## src/rtl/smute_pkg.sv

```systemverilog
`timescale 1ns/1ps
package smute_pkg;

    typedef enum logic [1:0] {
        SM_OPEN = 2'd0,
        SM_FALL = 2'd1,
        SM_SHUT = 2'd2,
        SM_RISE = 2'd3
    } sm_state_e;

    // Cubic smoothstep sample j of a curve with last index lst, scaled to full.
    function automatic longint unsigned s_point(input int j, input int lst,
                                                input longint unsigned full);
        longint unsigned jj;
        longint unsigned ll;
        jj = longint'(j);
        ll = longint'(lst);
        return (full * (3 * jj * jj * ll - 2 * jj * jj * jj)) / (ll * ll * ll);
    endfunction

endpackage

```

## src/rtl/smute_pacer.sv

```systemverilog
`timescale 1ns/1ps
module smute_pacer #(
    parameter int unsigned DIV0 = 48,
    parameter int unsigned DIV1 = 95,
    parameter int unsigned DIV2 = 4004,
    parameter int unsigned DIV3 = 32107
) (
    input  logic       clk,
    input  logic       rst,
    input  logic       restart,
    input  logic [1:0] sel,
    output logic       tick
);
    localparam int unsigned DM01 = (DIV0 > DIV1) ? DIV0 : DIV1;
    localparam int unsigned DM23 = (DIV2 > DIV3) ? DIV2 : DIV3;
    localparam int unsigned DMAX = (DM01 > DM23) ? DM01 : DM23;
    localparam int unsigned CW   = $clog2(DMAX + 1);

    logic [CW-1:0] cnt;
    logic [CW-1:0] lim;

    always_comb begin
        unique case (sel)
            2'd0:    lim = CW'(DIV0);
            2'd1:    lim = CW'(DIV1);
            2'd2:    lim = CW'(DIV2);
            default: lim = CW'(DIV3);
        endcase
    end

    assign tick = (cnt == lim - CW'(1));

    always_ff @(posedge clk) begin
        if (rst || restart || tick) cnt <= '0;
        else                        cnt <= cnt + CW'(1);
    end


    cnt_bound_chk: assert property (@(posedge clk) disable iff (rst) cnt < lim);

endmodule

```

## src/rtl/smute_shape.sv

```systemverilog
`timescale 1ns/1ps
module smute_shape
    import smute_pkg::*;
#(
    parameter int unsigned GAIN_W = 12,
    parameter int unsigned NPTS   = 32,
    parameter int unsigned SUB_W  = 2,
    localparam int unsigned SEG_W = $clog2(NPTS),
    localparam int unsigned POS_W = SEG_W + SUB_W
) (
    input  logic [POS_W-1:0]  pos,
    output logic [GAIN_W-1:0] gain
);
    localparam longint unsigned FULL = (64'd1 << GAIN_W) - 64'd1;

    logic [GAIN_W-1:0] pts [NPTS];

    for (genvar j = 0; j < NPTS; j++) begin : g_pt
        localparam longint unsigned VAL = s_point(j, NPTS - 1, FULL);
        assign pts[j] = GAIN_W'(VAL);
    end

    logic [SEG_W-1:0]        seg, nxt;
    logic [SUB_W-1:0]        frac;
    logic [GAIN_W-1:0]       lo, hi, delta;
    logic [GAIN_W+SUB_W-1:0] prod;

    always_comb begin
        seg   = pos[POS_W-1:SUB_W];
        frac  = pos[SUB_W-1:0];
        nxt   = (seg == SEG_W'(NPTS - 1)) ? seg : seg + SEG_W'(1);
        lo    = pts[seg];
        hi    = pts[nxt];
        delta = hi - lo;
        prod  = {{SUB_W{1'b0}}, delta} * {{GAIN_W{1'b0}}, frac};
        gain  = lo + prod[GAIN_W+SUB_W-1:SUB_W];
    end

endmodule

```

## src/rtl/smute_ctrl.sv

```systemverilog
`timescale 1ns/1ps
module smute_ctrl
    import smute_pkg::*;
#(
    parameter int unsigned POS_W = 7,
    parameter int unsigned PMAX  = 124
) (
    input  logic             clk,
    input  logic             rst,
    input  logic             req,
    input  logic             tick,
    input  logic [1:0]       time_sel,
    output sm_state_e        state,
    output logic [POS_W-1:0] pos,
    output logic [1:0]       tsel_q,
    output logic             restart
);
    always_comb begin
        unique case (state)
            SM_OPEN: restart = req;
            SM_SHUT: restart = ~req;
            default: restart = 1'b0;
        endcase
    end

    always_ff @(posedge clk) begin
        if (rst) begin
            state  <= SM_OPEN;
            pos    <= POS_W'(PMAX);
            tsel_q <= 2'd0;
        end else begin
            unique case (state)
                SM_OPEN: if (req) begin
                    state  <= SM_FALL;
                    tsel_q <= time_sel;
                end
                SM_FALL: if (tick) begin
                    pos <= pos - POS_W'(1);
                    if (pos == POS_W'(1)) state <= SM_SHUT;
                end
                SM_SHUT: if (!req) begin
                    state  <= SM_RISE;
                    tsel_q <= time_sel;
                end
                default: if (tick) begin
                    pos <= pos + POS_W'(1);
                    if (pos == POS_W'(PMAX - 1)) state <= SM_OPEN;
                end
            endcase
        end
    end


    fall_runs_out_chk: assert property (@(posedge clk) disable iff (rst)
        state == SM_FALL |=> state inside {SM_FALL, SM_SHUT});

    rise_runs_out_chk: assert property (@(posedge clk) disable iff (rst)
        state == SM_RISE |=> state inside {SM_RISE, SM_OPEN});

    tsel_hold_chk: assert property (@(posedge clk) disable iff (rst)
        (state == SM_FALL && $past(state) == SM_FALL) |-> $stable(tsel_q));

endmodule

```

## src/rtl/smute_seq.sv

```systemverilog
`timescale 1ns/1ps
module smute_seq
    import smute_pkg::*;
#(
    parameter int unsigned GAIN_W = 12,
    parameter int unsigned NPTS   = 32,
    parameter int unsigned SUB_W  = 2,
    parameter int unsigned DIV0   = 48,
    parameter int unsigned DIV1   = 95,
    parameter int unsigned DIV2   = 4004,
    parameter int unsigned DIV3   = 32107
) (
    input  logic              clk,
    input  logic              rst,
    input  logic              mute_pin_n,
    input  logic              mute_en,
    input  logic [1:0]        time_sel,
    input  logic              dec_infl,
    input  logic              src_is_dec,
    input  logic              dec_force,
    output logic [GAIN_W-1:0] gain,
    output logic              busy,
    output logic              dec_mute
);
    localparam int unsigned SEG_W = $clog2(NPTS);
    localparam int unsigned POS_W = SEG_W + SUB_W;
    localparam int unsigned PMAX  = (NPTS - 1) << SUB_W;

    sm_state_e        state;
    logic [POS_W-1:0] pos;
    logic [1:0]       tsel_q;
    logic             restart;
    logic             tick;
    logic             req;

    assign req = ~mute_pin_n | mute_en;

    smute_ctrl #(.POS_W(POS_W), .PMAX(PMAX)) u_ctrl (
        .clk(clk), .rst(rst), .req(req), .tick(tick), .time_sel(time_sel),
        .state(state), .pos(pos), .tsel_q(tsel_q), .restart(restart)
    );

    smute_pacer #(.DIV0(DIV0), .DIV1(DIV1), .DIV2(DIV2), .DIV3(DIV3)) u_pacer (
        .clk(clk), .rst(rst), .restart(restart), .sel(tsel_q), .tick(tick)
    );

    smute_shape #(.GAIN_W(GAIN_W), .NPTS(NPTS), .SUB_W(SUB_W)) u_shape (
        .pos(pos), .gain(gain)
    );

    assign busy     = (state != SM_OPEN);
    assign dec_mute = dec_force | ~src_is_dec | (dec_infl & (state == SM_SHUT));


    gain_fall_mono_chk: assert property (@(posedge clk) disable iff (rst)
        state == SM_FALL |=> gain <= $past(gain));

    busy_end_full_chk: assert property (@(posedge clk) disable iff (rst)
        $fell(busy) |-> gain == {GAIN_W{1'b1}});

    dec_release_gain_chk: assert property (@(posedge clk) disable iff (rst)
        ($past(state) == SM_SHUT && state == SM_RISE) |-> gain == '0);

endmodule

```

## config.mk

```make
export PLATFORM = sky130hd
export DESIGN_NAME = smute_seq
export DESIGN_NICKNAME = d
export VERILOG_FILES = /design/src/rtl/smute_pkg.sv /design/src/rtl/smute_pacer.sv /design/src/rtl/smute_shape.sv /design/src/rtl/smute_ctrl.sv /design/src/rtl/smute_seq.sv
export SDC_FILE = /design/constraint.sdc
export NUM_CORES = 1
export LEC_CHECK = 0
export BUFFER_PORTS_ARGS = -buffer_cell sky130_fd_sc_hd__buf_2
export CAP_MARGIN = 40
export CORE_ASPECT_RATIO = 1.5
export CORE_MARGIN = 4
export CORE_UTILIZATION = 55
export DETAILED_ROUTE_END_ITERATION = 12
export PLACE_DENSITY = 0.73
export SETUP_SLACK_MARGIN = 0.02
export SYNTH_ARGS = -nofsm -noshare
export SYNTH_HDL_FRONTEND = slang
export SYNTH_HIERARCHICAL = 1
export SYNTH_SLANG_ARGS = --single-unit
```

## constraint.sdc

```tcl
create_clock -name clk -period 16.2 [get_ports clk]
set_input_delay 2.43 -clock clk [delete_from_list [all_inputs] [get_ports clk]]
set_output_delay 2.43 -clock clk [all_outputs]
set_load 0.01 [all_outputs]
```

==> impl_metrics.json, run 1 <==
{
  "synth_enable_flop_cells": 0,
  "clk_pin_slew_ns": 0.06,
  "diodes": 0,
  "synth_area_um2": 4390,
  "core_area_um2": 7710,
  "wl_per_cell_um": 15.7,
  "ys_warn_count": 6,
  "cts_sinks": 26,
  "leakagePower_nw": 2.01,
  "postCtsHoldBufs": 0,
  "cts_setup_buffers": 0,
  "power_density_nw_per_um2": 38.6,
  "dp_hpwl_um": 8730,
  "slew_viol_final": 0,
  "ioPinCount": 23,
  "grt_max_degree": 57,
  "clkLatencyLatePin_ns": 0.26,
  "vias": 4410,
  "syn_avg_cell_area_um2": 7.15,
  "die_y_um": 117,
  "fp.dieW_um": 81.0,
  "antenna_found_initial": 0,
  "seq_area_frac_synth_pct": 11.9,
  "critPathLaunchType": "flip-flop",
  "place_inst": 710,
  "setup_tns_ns": 0,
  "r2r-end": "u_ctrl/pos[5]$_SDFFE_PP1P_",
  "worstSetupEndpoint": "gain[11]",
  "hp-class": "reg -> reg",
  "drtPass1Iterations": 4,
  "gp_congestion": 1.01,
  "drc": 0,
  "worstMarginPinSlew_ns": 0.768,
  "area_delta_synth_final_pct": 4.87,
  "worstReg2RegStart": "u_ctrl/tsel_q[1]$_SDFFE_PP0P_",
  "vias_per_cell": 6.18,
  "initial_core_util_pct": 57.0,
  "finalCritPeriodShare_pct": 60.1,
  "synthArstFlopShare_pct": 0,
  "ys_types": 74,
  "finClkSkew_ns": 0.00242,
  "clockBufferDepth": 2,
  "drive_gt1_share_pct": 8.33,
  "grt.overflow.total": 0,
  "port_buffers": 22,
  "criticalPathCategory": "reg -> out",
  "drtIter0Drc": 164,
  "hold_violations": 0,
  "ant_nets": 0,
  "finalNetCount": 674,
  "reg2reg_depth": 6,
  "tritoncts": "yes",
  "cap_violations": 0,
  "startpoint": "u_ctrl/pos[3]$_SDFFE_PP1P_",
  "syn_nets": 675,
  "crit_top_cell": "ha_1",
  "post-route-min-period_ns": 9.74,
  "max_freq_mhz": 103,
  "htree_levels": 1,
  "stdcell_count": 714,
  "setup.worst_path.end_class": "primary output",
  "ir_drop_mv": 0.0788,
  "rsz0062_at_grt": "no",
  "nFillCells": 764,
  "cp.depth": 30,
  "drt_wl_total_um": 11200,
  "slew_headroom_pct": 48.7,
  "rows": 39,
  "ff2ff_setup_slack_ns": 13.22,
  "ys.flop_type": "dfxtp_1",
  "critPathArrivalTime_ns": 7.31,
  "post_cts_resized": 0,
  "crit_path_max_incr_delay_ns": 0.82,
  "synth_seq_cells": 26,
  "setup_violations": 0,
  "postSynthCellCount": 614,
  "cts_buffers": 3,
  "regArea_um2": 522,
  "slowest_stage": "dfxtp_1",
  "grt_usage_pct": 23.5,
  "multi_input_area_um2": 3580,
  "status": "completed",
  "path_buf_inv": 2,
  "grt_pass1_wl_um": 18200,
  "grt_pass1_vias": 4157,
  "path_max_fanout": 24,
  "crit_family": "adder cells",
  "dieArea_um2": 9510,
  "worstPathRequired_ns": 13.77,
  "cts_root_buffer": "clkbuf_16"
}
## report_power, final
part	switching [mW]	internal (mW)	total [mW]
sequential	0.00602	0.0684	0.0744
clock	0.0224	0.0378	0.0602
combinational	0.0241	0.0190	0.0432
total	0.0525	0.125	0.178
## kinds of logic after synthesis
kind of cell,count (synthesis),synth area share [%]
multiplexers,10,2.88
adder cells (fa/ha/maj),52,15.3
buffers and inverters,70,6.61
AND/OR/NAND/NOR,231,26.8
XOR/XNOR,49,9.94
AO/OA/AOI/OAI,176,26.6
flip-flops,26,11.9
## final cells by class
cell class                      count  share of cell area, %
Inverter                           37                   3.02
Timing Repair Buffer               27                   3.21
Multi-Input combinational cell    518                   77.8
Sequential cell                    26                   11.3
Clock buffer                        4                   1.93
Tap cell                          102                   2.77
## layer usage
layer  vias to the layer above  track usage (%)  part of all wire, %
met1                      2026             24.4                   38
met4                         0             15.0                  6.1
li1                       2200                -                    -
met5                         -                0                    0
met2                       139             43.3                   52
met3                        45             1.69                  3.6
## worst min-delay path by stage
stage | from | endpoint | slack (ns) | cells past startpoint
3_5_place_dp | u_pacer/cnt[0]$_SDFF_PP0_ | u_pacer/cnt[0]$_SDFF_PP0_ | 0.46 | 1
5_1_grt | u_pacer/cnt[0]$_SDFF_PP0_ | u_pacer/cnt[0]$_SDFF_PP0_ | 0.51 | 1
2_1_floorplan | u_pacer/cnt[0]$_SDFF_PP0_ | u_pacer/cnt[0]$_SDFF_PP0_ | 0.43 | 1
4_1_cts | u_pacer/cnt[0]$_SDFF_PP0_ | u_pacer/cnt[0]$_SDFF_PP0_ | 0.47 | 1
3_3_place_gp | u_pacer/cnt[0]$_SDFF_PP0_ | u_pacer/cnt[0]$_SDFF_PP0_ | 0.44 | 1
6_report | u_pacer/cnt[0]$_SDFF_PP0_ | u_pacer/cnt[0]$_SDFF_PP0_ | 0.47 | 1
## metrics by stage
stage	cell area [um2]	utilization, %	hold WS [ns]	setup WS, ns	power [mW]
after floorplan	4390	-	0.430	7.98	0.110
after global placement	4520	58.6	0.441	6.93	0.118
after detailed placement	4520	58.6	0.456	6.85	0.119
after CTS	4610	59.7	0.471	6.53	0.179
after global routing	4610	59.7	0.509	5.85	0.189
final	4610	59.7	0.467	6.46	0.178
## cell usage in the layout, fill, tap and decap left out, drive strengths merged, types with 3 or more instances in the layout
cell type,synthesis,final
a221oi,3,3
fa,3,3
nand3,17,17
inv,36,36
nand4,10,10
and3,6,6
a22oi,3,3
and2,20,20
nor2b,15,15
o221ai,3,3
nor2,63,63
o31a,4,4
mux2i,7,7
nand2b,6,6
o31ai,9,9
a2111oi,4,4
nand3b,3,3
nand2,56,56
a21oi,44,44
ha,49,49
or4,3,3
o21a,10,10
o21ai,42,42
a31oi,15,15
dfxtp,26,26
xnor2,32,32
nor3,9,9
nor3b,3,3
o21bai,3,3
or3,3,3
xor2,17,17
nor4b,3,3
nand4b,3,3
buf,16,27
a211oi,10,10
clkbuf,17,4
a21o,10,10
## sequential cells by signal (all words and copies together), names as in the netlist
register       cells
u_ctrl/tsel_q      2
u_ctrl/state       2
u_pacer/cnt       15
u_ctrl/pos         7
## Yosys cell counts (4+ instances only)
master	number	area [um2]
a2111oi_0	4	35.0
nand4_1	10	62.6
o21a_1	10	75.1
a21o_1	10	75.1
a21oi_1	43	215
and2_1	19	119
mux2i_1	7	70.1
nand2b_1	6	37.5
nor3_1	9	45.0
inv_1	36	135
nand2_1	56	210
and3_1	4	25.0
o31a_1	4	35.0
o21ai_0	40	200
buf_1	4	15.0
nand3_1	17	85.1
buf_2	10	50.1
o31ai_1	8	60.1
a31oi_1	15	93.8
xnor2_1	31	272
nor2b_1	15	93.8
ha_1	49	613
dfxtp_1	26	521
nor2_1	63	236
clkbuf_1	17	63.8
xor2_1	17	149
a211oi_1	9	67.6
Power figures use the tool's default switching activity.
==> run 2, diff against run 1 <==
==> constraint.sdc (replaced) <==
create_clock -name clk -period 9.15 [get_ports clk]
set_input_delay 1.3725 -clock clk [delete_from_list [all_inputs] [get_ports clk]]
set_output_delay 1.3725 -clock clk [all_outputs]
set_load 0.01 [all_outputs]
==> impl_metrics.json, run 2 (same netlist as run 1, synthesis figures left out) <==
{
  "status": "completed",
  "slew_viol_final": 0,
  "grt_pass1_vias": 4265,
  "drtIter0Drc": 237,
  "criticalPathCategory": "reg -> out",
  "crit_top_cell": "ha_1",
  "tritoncts": "yes",
  "port_buffers": 22,
  "drt_wl_total_um": 11100,
  "max_freq_mhz": 122,
  "drtPass1Iterations": 5,
  "min_to": "u_pacer/cnt[0]$_SDFF_PP0_",
  "reg2reg_depth": 6,
  "worstPathRequired_ns": 7.78,
  "use_met1_pct": 25.6,
  "finClkSkew_ns": 0.00276,
  "drc": 0,
  "power_density_nw_per_um2": 72.7,
  "clkLatencyLatePin_ns": 0.26,
  "dp_hpwl_um": 8780,
  "ff2ff_setup_slack_ns": 6.18,
  "holdPathStages": 1,
  "final_common_cell": "nor2_1",
  "rows": 39,
  "postLayoutCellArea_um2": 4640,
  "finalPower_mw": 0.338,
  "clk_pin_slew_ns": 0.06,
  "grt_util_met3_pct": 1.61,
  "busiest_layer": "met2",
  "core_area_um2": 7710,
  "path_max_fanout": 14,
  "fp.dieW_um": 81.0,
  "slowest_stage": "and4_1",
  "grt_usage_pct": 23.8,
  "grt_max_degree": 51,
  "htree_levels": 1,
  "vias": 4426,
  "finalCritPeriodShare_pct": 89.7,
  "rsz0062_at_grt": "no",
  "slew_headroom_pct": 55.8,
  "hold_path_startpoint": "u_pacer/cnt[0]$_SDFF_PP0_",
  "setup_violations": 0,
  "worstMarginPinSlew_ns": 0.646,
  "ioPinCount": 23,
  "cap_violations": 0,
  "clockBufferDepth": 2,
  "ant_nets": 0,
  "layout_common_cells": "63 x nor2_1, 56 x nand2_1, 49 x ha_1",
  "leakagePower_nw": 2.03,
  "crit_path_max_incr_delay_ns": 0.43,
  "cts_root_buffer": "clkbuf_16",
  "critPathLaunchType": "flip-flop",
  "critPathArrivalTime_ns": 6.84,
  "largest_reg_flops": 15,
  "gp_congestion": 0.914,
  "finalNetCount": 677,
  "cts_buffers": 3,
  "area_delta_synth_final_pct": 5.75,
  "dieArea_um2": 9510,
  "r2r-end": "u_ctrl/pos[5]$_SDFFE_PP1P_",
  "cts_setup_buffers": 0,
  "post-route-min-period_ns": 8.21,
  "postCtsHoldBufs": 0,
  "setup.worst_path.end_class": "primary output",
  "die_y_um": 117,
  "wl_per_cell_um": 15.5,
  "cts_sinks": 26,
  "place_area_um2": 4540,
  "antenna_found_initial": 0,
  "post_cts_resized": 0,
  "hp-class": "reg -> reg",
  "top_register": "u_pacer/cnt",
  "grtUsageMet2_pct": 43.7,
  "drive_gt1_share_pct": 8.78,
  "grt_pass1_wl_um": 18600,
  "setup_tns_ns": 0,
  "initial_core_util_pct": 57.0,
  "ir_drop_mv": 0.122,
  "diodes": 0,
  "grt.overflow.total": 0,
  "vias_per_cell": 6.17,
  "hold_violations": 0,
  "top_regs": "u_pacer/cnt: 15 flops, u_ctrl/pos: 7 flops",
  "worstReg2RegStart": "u_ctrl/tsel_q[1]$_SDFFE_PP0P_"
}
[run 2: changes by cell type in the layout (fill, tap and decap cells not counted), sizes merged]
cell | before | now
buf | 27 | 30
bufinv | 0 | 1
clkbuf | 4 | 3
[run 2: power breakdown]
part	switching [mW]	internal [mW]	total, mW
combinational	0.0436	0.0339	0.0775
clock	0.0412	0.0871	0.128
sequential	0.0108	0.121	0.132
total	0.0957	0.242	0.338
[run 2: worst max path at each step]
| stage | endpoint | cells past startpoint | slack [ns] | from |
|---|---|---|---|---|
| 2_1_floorplan | gain[11] | 31 | 1.99 | u_ctrl/pos[3]$_SDFFE_PP1P_ |
| 3_3_place_gp | gain[11] | 30 | 1.34 | u_ctrl/pos[2]$_SDFFE_PP1P_ |
| 3_5_place_dp | gain[11] | 30 | 1.22 | u_ctrl/pos[2]$_SDFFE_PP1P_ |
| 4_1_cts | gain[11] | 30 | 0.90 | u_ctrl/pos[2]$_SDFFE_PP1P_ |
| 5_1_grt | gain[11] | 31 | 0.29 | u_ctrl/pos[2]$_SDFFE_PP1P_ |
| 6_report | gain[11] | 30 | 0.94 | u_ctrl/pos[2]$_SDFFE_PP1P_ |
[run 2: metrics by stage]
stage                     setup slack, ns  util, %  cells  hold WS, ns
after floorplan                      1.99        -    614        0.430
after global routing                0.290     60.2    717        0.505
after CTS                           0.901     60.2    717        0.475
after global placement               1.34     58.8    712        0.450
after detailed placement             1.22     58.9    713        0.459
final                               0.939     60.2    717        0.470
[run 2: layout make-up]
type                    instances  area, um2
repair buffers                 30        170
flip-flops and latches         26        522
clock buffers                   3       75.1
fillers                       759       3070
well taps                     102        128
inverters                      37        139
multi-input cells             518       3580
clock inverters                 1       30.0
[run 2: worst max-delay path, delay by kind of cell, from the launching register on]
family	cells	cell delay, ns
buf+inv	2	0.35
compound gates	12	2.27
flops	1	0.33
simple gates	6	0.94
fa+ha+maj	5	1.82
xor+xnor	5	0.84
[run 2: metal layers]
layer	wire length [um]	vias to the layer above	share of wire, %
li1	-	2205	-
met1	4220	2052	38
met2	5930	131	53
met3	369	38	3.3
met4	601	0	5.4
met5	0	-	0
==> run 3, diff against run 2 <==
--- a/config.mk
+++ b/config.mk
@@ -9,9 +9,9 @@
 export CAP_MARGIN = 40
 export CORE_ASPECT_RATIO = 1.5
 export CORE_MARGIN = 4
-export CORE_UTILIZATION = 55
+export CORE_UTILIZATION = 50
 export DETAILED_ROUTE_END_ITERATION = 12
-export PLACE_DENSITY = 0.73
+export PLACE_DENSITY = 0.67
 export SETUP_SLACK_MARGIN = 0.02
 export SYNTH_ARGS = -nofsm -noshare
 export SYNTH_HDL_FRONTEND = slang
==> impl_metrics.json, run 3 (same netlist as run 1, synthesis figures left out) <==
{
  "status": "completed",
  "clk_pin_slew_ns": 0.06,
  "drive_gt1_share_pct": 8.63,
  "cts_root_buffer": "clkbuf_16",
  "dieArea_um2": 10400,
  "cts_sinks": 26,
  "post-route-min-period_ns": 8.37,
  "vias": 4420,
  "post_cts_resized": 0,
  "critPathArrivalTime_ns": 7.00,
  "drtPass1Iterations": 5,
  "largest_reg_flops": 15,
  "setup_violations": 0,
  "finalCritPeriodShare_pct": 91.5,
  "drt_wl_total_um": 11500,
  "final_common_cell": "nor2_1",
  "postCtsHoldBufs": 0,
  "setup.worst_path.end_class": "primary output",
  "reg2reg_depth": 7,
  "clockBufferDepth": 2,
  "criticalPathCategory": "reg -> out",
  "core_area_um2": 8520,
  "cts_buffers": 3,
  "nFillCells": 851,
  "initial_core_util_pct": 51.6,
  "grt.overflow.total": 0,
  "hold_ws_ns": 0.472,
  "grt_usage_pct": 22.5,
  "gp_congestion": 0.963,
  "holdPathStages": 1,
  "drtIter0Drc": 211,
  "ioPinCount": 23,
  "antenna_found_initial": 0,
  "path_max_fanout": 14,
  "rows": 41,
  "clkLatencyLatePin_ns": 0.27,
  "diodes": 0,
  "vias_per_cell": 6.13,
  "area_delta_synth_final_pct": 5.73,
  "ant_nets": 0,
  "setup_tns_ns": 0,
  "slew_headroom_pct": 44.1,
  "rsz0062_at_grt": "no",
  "worstReg2RegStart": "u_pacer/cnt[8]$_SDFF_PP0_",
  "grt_max_degree": 37,
  "leakagePower_nw": 2.03,
  "cap_violations": 0,
  "grt_pass1_wl_um": 19400,
  "die_y_um": 123,
  "htree_levels": 1,
  "tritoncts": "yes",
  "grt_pass1_vias": 4279,
  "slew_viol_final": 0,
  "hold_path_startpoint": "u_pacer/cnt[0]$_SDFF_PP0_",
  "max_freq_mhz": 119,
  "finClkSkew_ns": 0.00320,
  "startpoint": "u_ctrl/pos[2]$_SDFFE_PP1P_",
  "dp_hpwl_um": 9000,
  "layout_common_cells": "63 x nor2_1, 56 x nand2_1, 49 x ha_1",
  "cts_setup_buffers": 0,
  "slowest_stage": "ha_1",
  "power_density_nw_per_um2": 72.5,
  "top_regs": "u_pacer/cnt: 15 flops, u_ctrl/pos: 7 flops",
  "hold_violations": 0,
  "worstPathRequired_ns": 7.78,
  "worstMarginPinSlew_ns": 0.834,
  "hp-class": "reg -> reg",
  "critPathLaunchType": "flip-flop",
  "drc": 0,
  "ir_drop_mv": 0.165,
  "wl_per_cell_um": 16.0,
  "port_buffers": 22,
  "crit_path_max_incr_delay_ns": 0.44,
  "top_register": "u_pacer/cnt",
  "finalNetCount": 676,
  "fp.dieW_um": 84.5
}
## run 3: changes by cell type in the layout (fill, tap and decap cells not counted), sizes merged
cell | before | now
buf | 30 | 29
## run 3: final cells by class
class / instances / area, um2 / area share (%)
sequential: 26 / 522 / 11.2
multi-input combinational: 518 / 3580 / 77.1
clock buffer: 3 / 75.1 / 1.62
timing repair buffer: 29 / 163 / 3.50
inverter: 37 / 139 / 2.99
tap: 107 / 134 / 2.88
clock inverter: 1 / 30.0 / 0.647
## run 3: per-stage QoR
stage | power (mW) | utilization (%) | cells | setup slack (ns) | cell area [um2]
CTS | 0.341 | 54.5 | 721 | 0.804 | 4640
finish | 0.337 | 54.5 | 721 | 0.778 | 4640
detailed placement | 0.212 | 53.3 | 717 | 1.12 | 4540
global route | 0.360 | 54.5 | 721 | 0.0334 | 4640
global placement | 0.210 | 53.3 | 717 | 1.33 | 4540
floorplan | 0.195 | - | 614 | 1.99 | 4390
## run 3: final timing paths
| path | end | slack, ns |
|---|---|---|
| max | gain[11] | 0.78 |
| min | u_pacer/cnt[0]$_SDFF_PP0_ | 0.47 |
| max reg2reg | u_ctrl/pos[5]$_SDFFE_PP1P_ | 6.35 |
| min reg2reg | u_pacer/cnt[0]$_SDFF_PP0_ | 0.47 |
## run 3: power by group
part	total [mW]	switching, mW	leakage, nW	internal [mW]
clock	0.128	0.0410	0.0511	0.0872
sequential	0.131	0.0103	0.210	0.121
combinational	0.0769	0.0432	1.77	0.0337
## run 3: critical path, delay by kind of cell (launching register included)
family	cells	cell delay [ns]
AOI/OAI and AO/OA	12	2.18
adders and majority gates	6	2.13
and+or+nand+nor	7	1.06
xor gates and xnor gates	4	0.57
buffers and inverters	3	0.44
DFF	1	0.34
## run 3: per-layer routing
metal / part of all wire, % / vias up / GRT usage [%]
met1: 37 / 2049 / 23.4
li1: - / 2199 / -
met4: 4.1 / 0 / 11.1
met3: 4.0 / 34 / 1.54
met2: 55 / 138 / 44.6
met5: 0 / - / 0
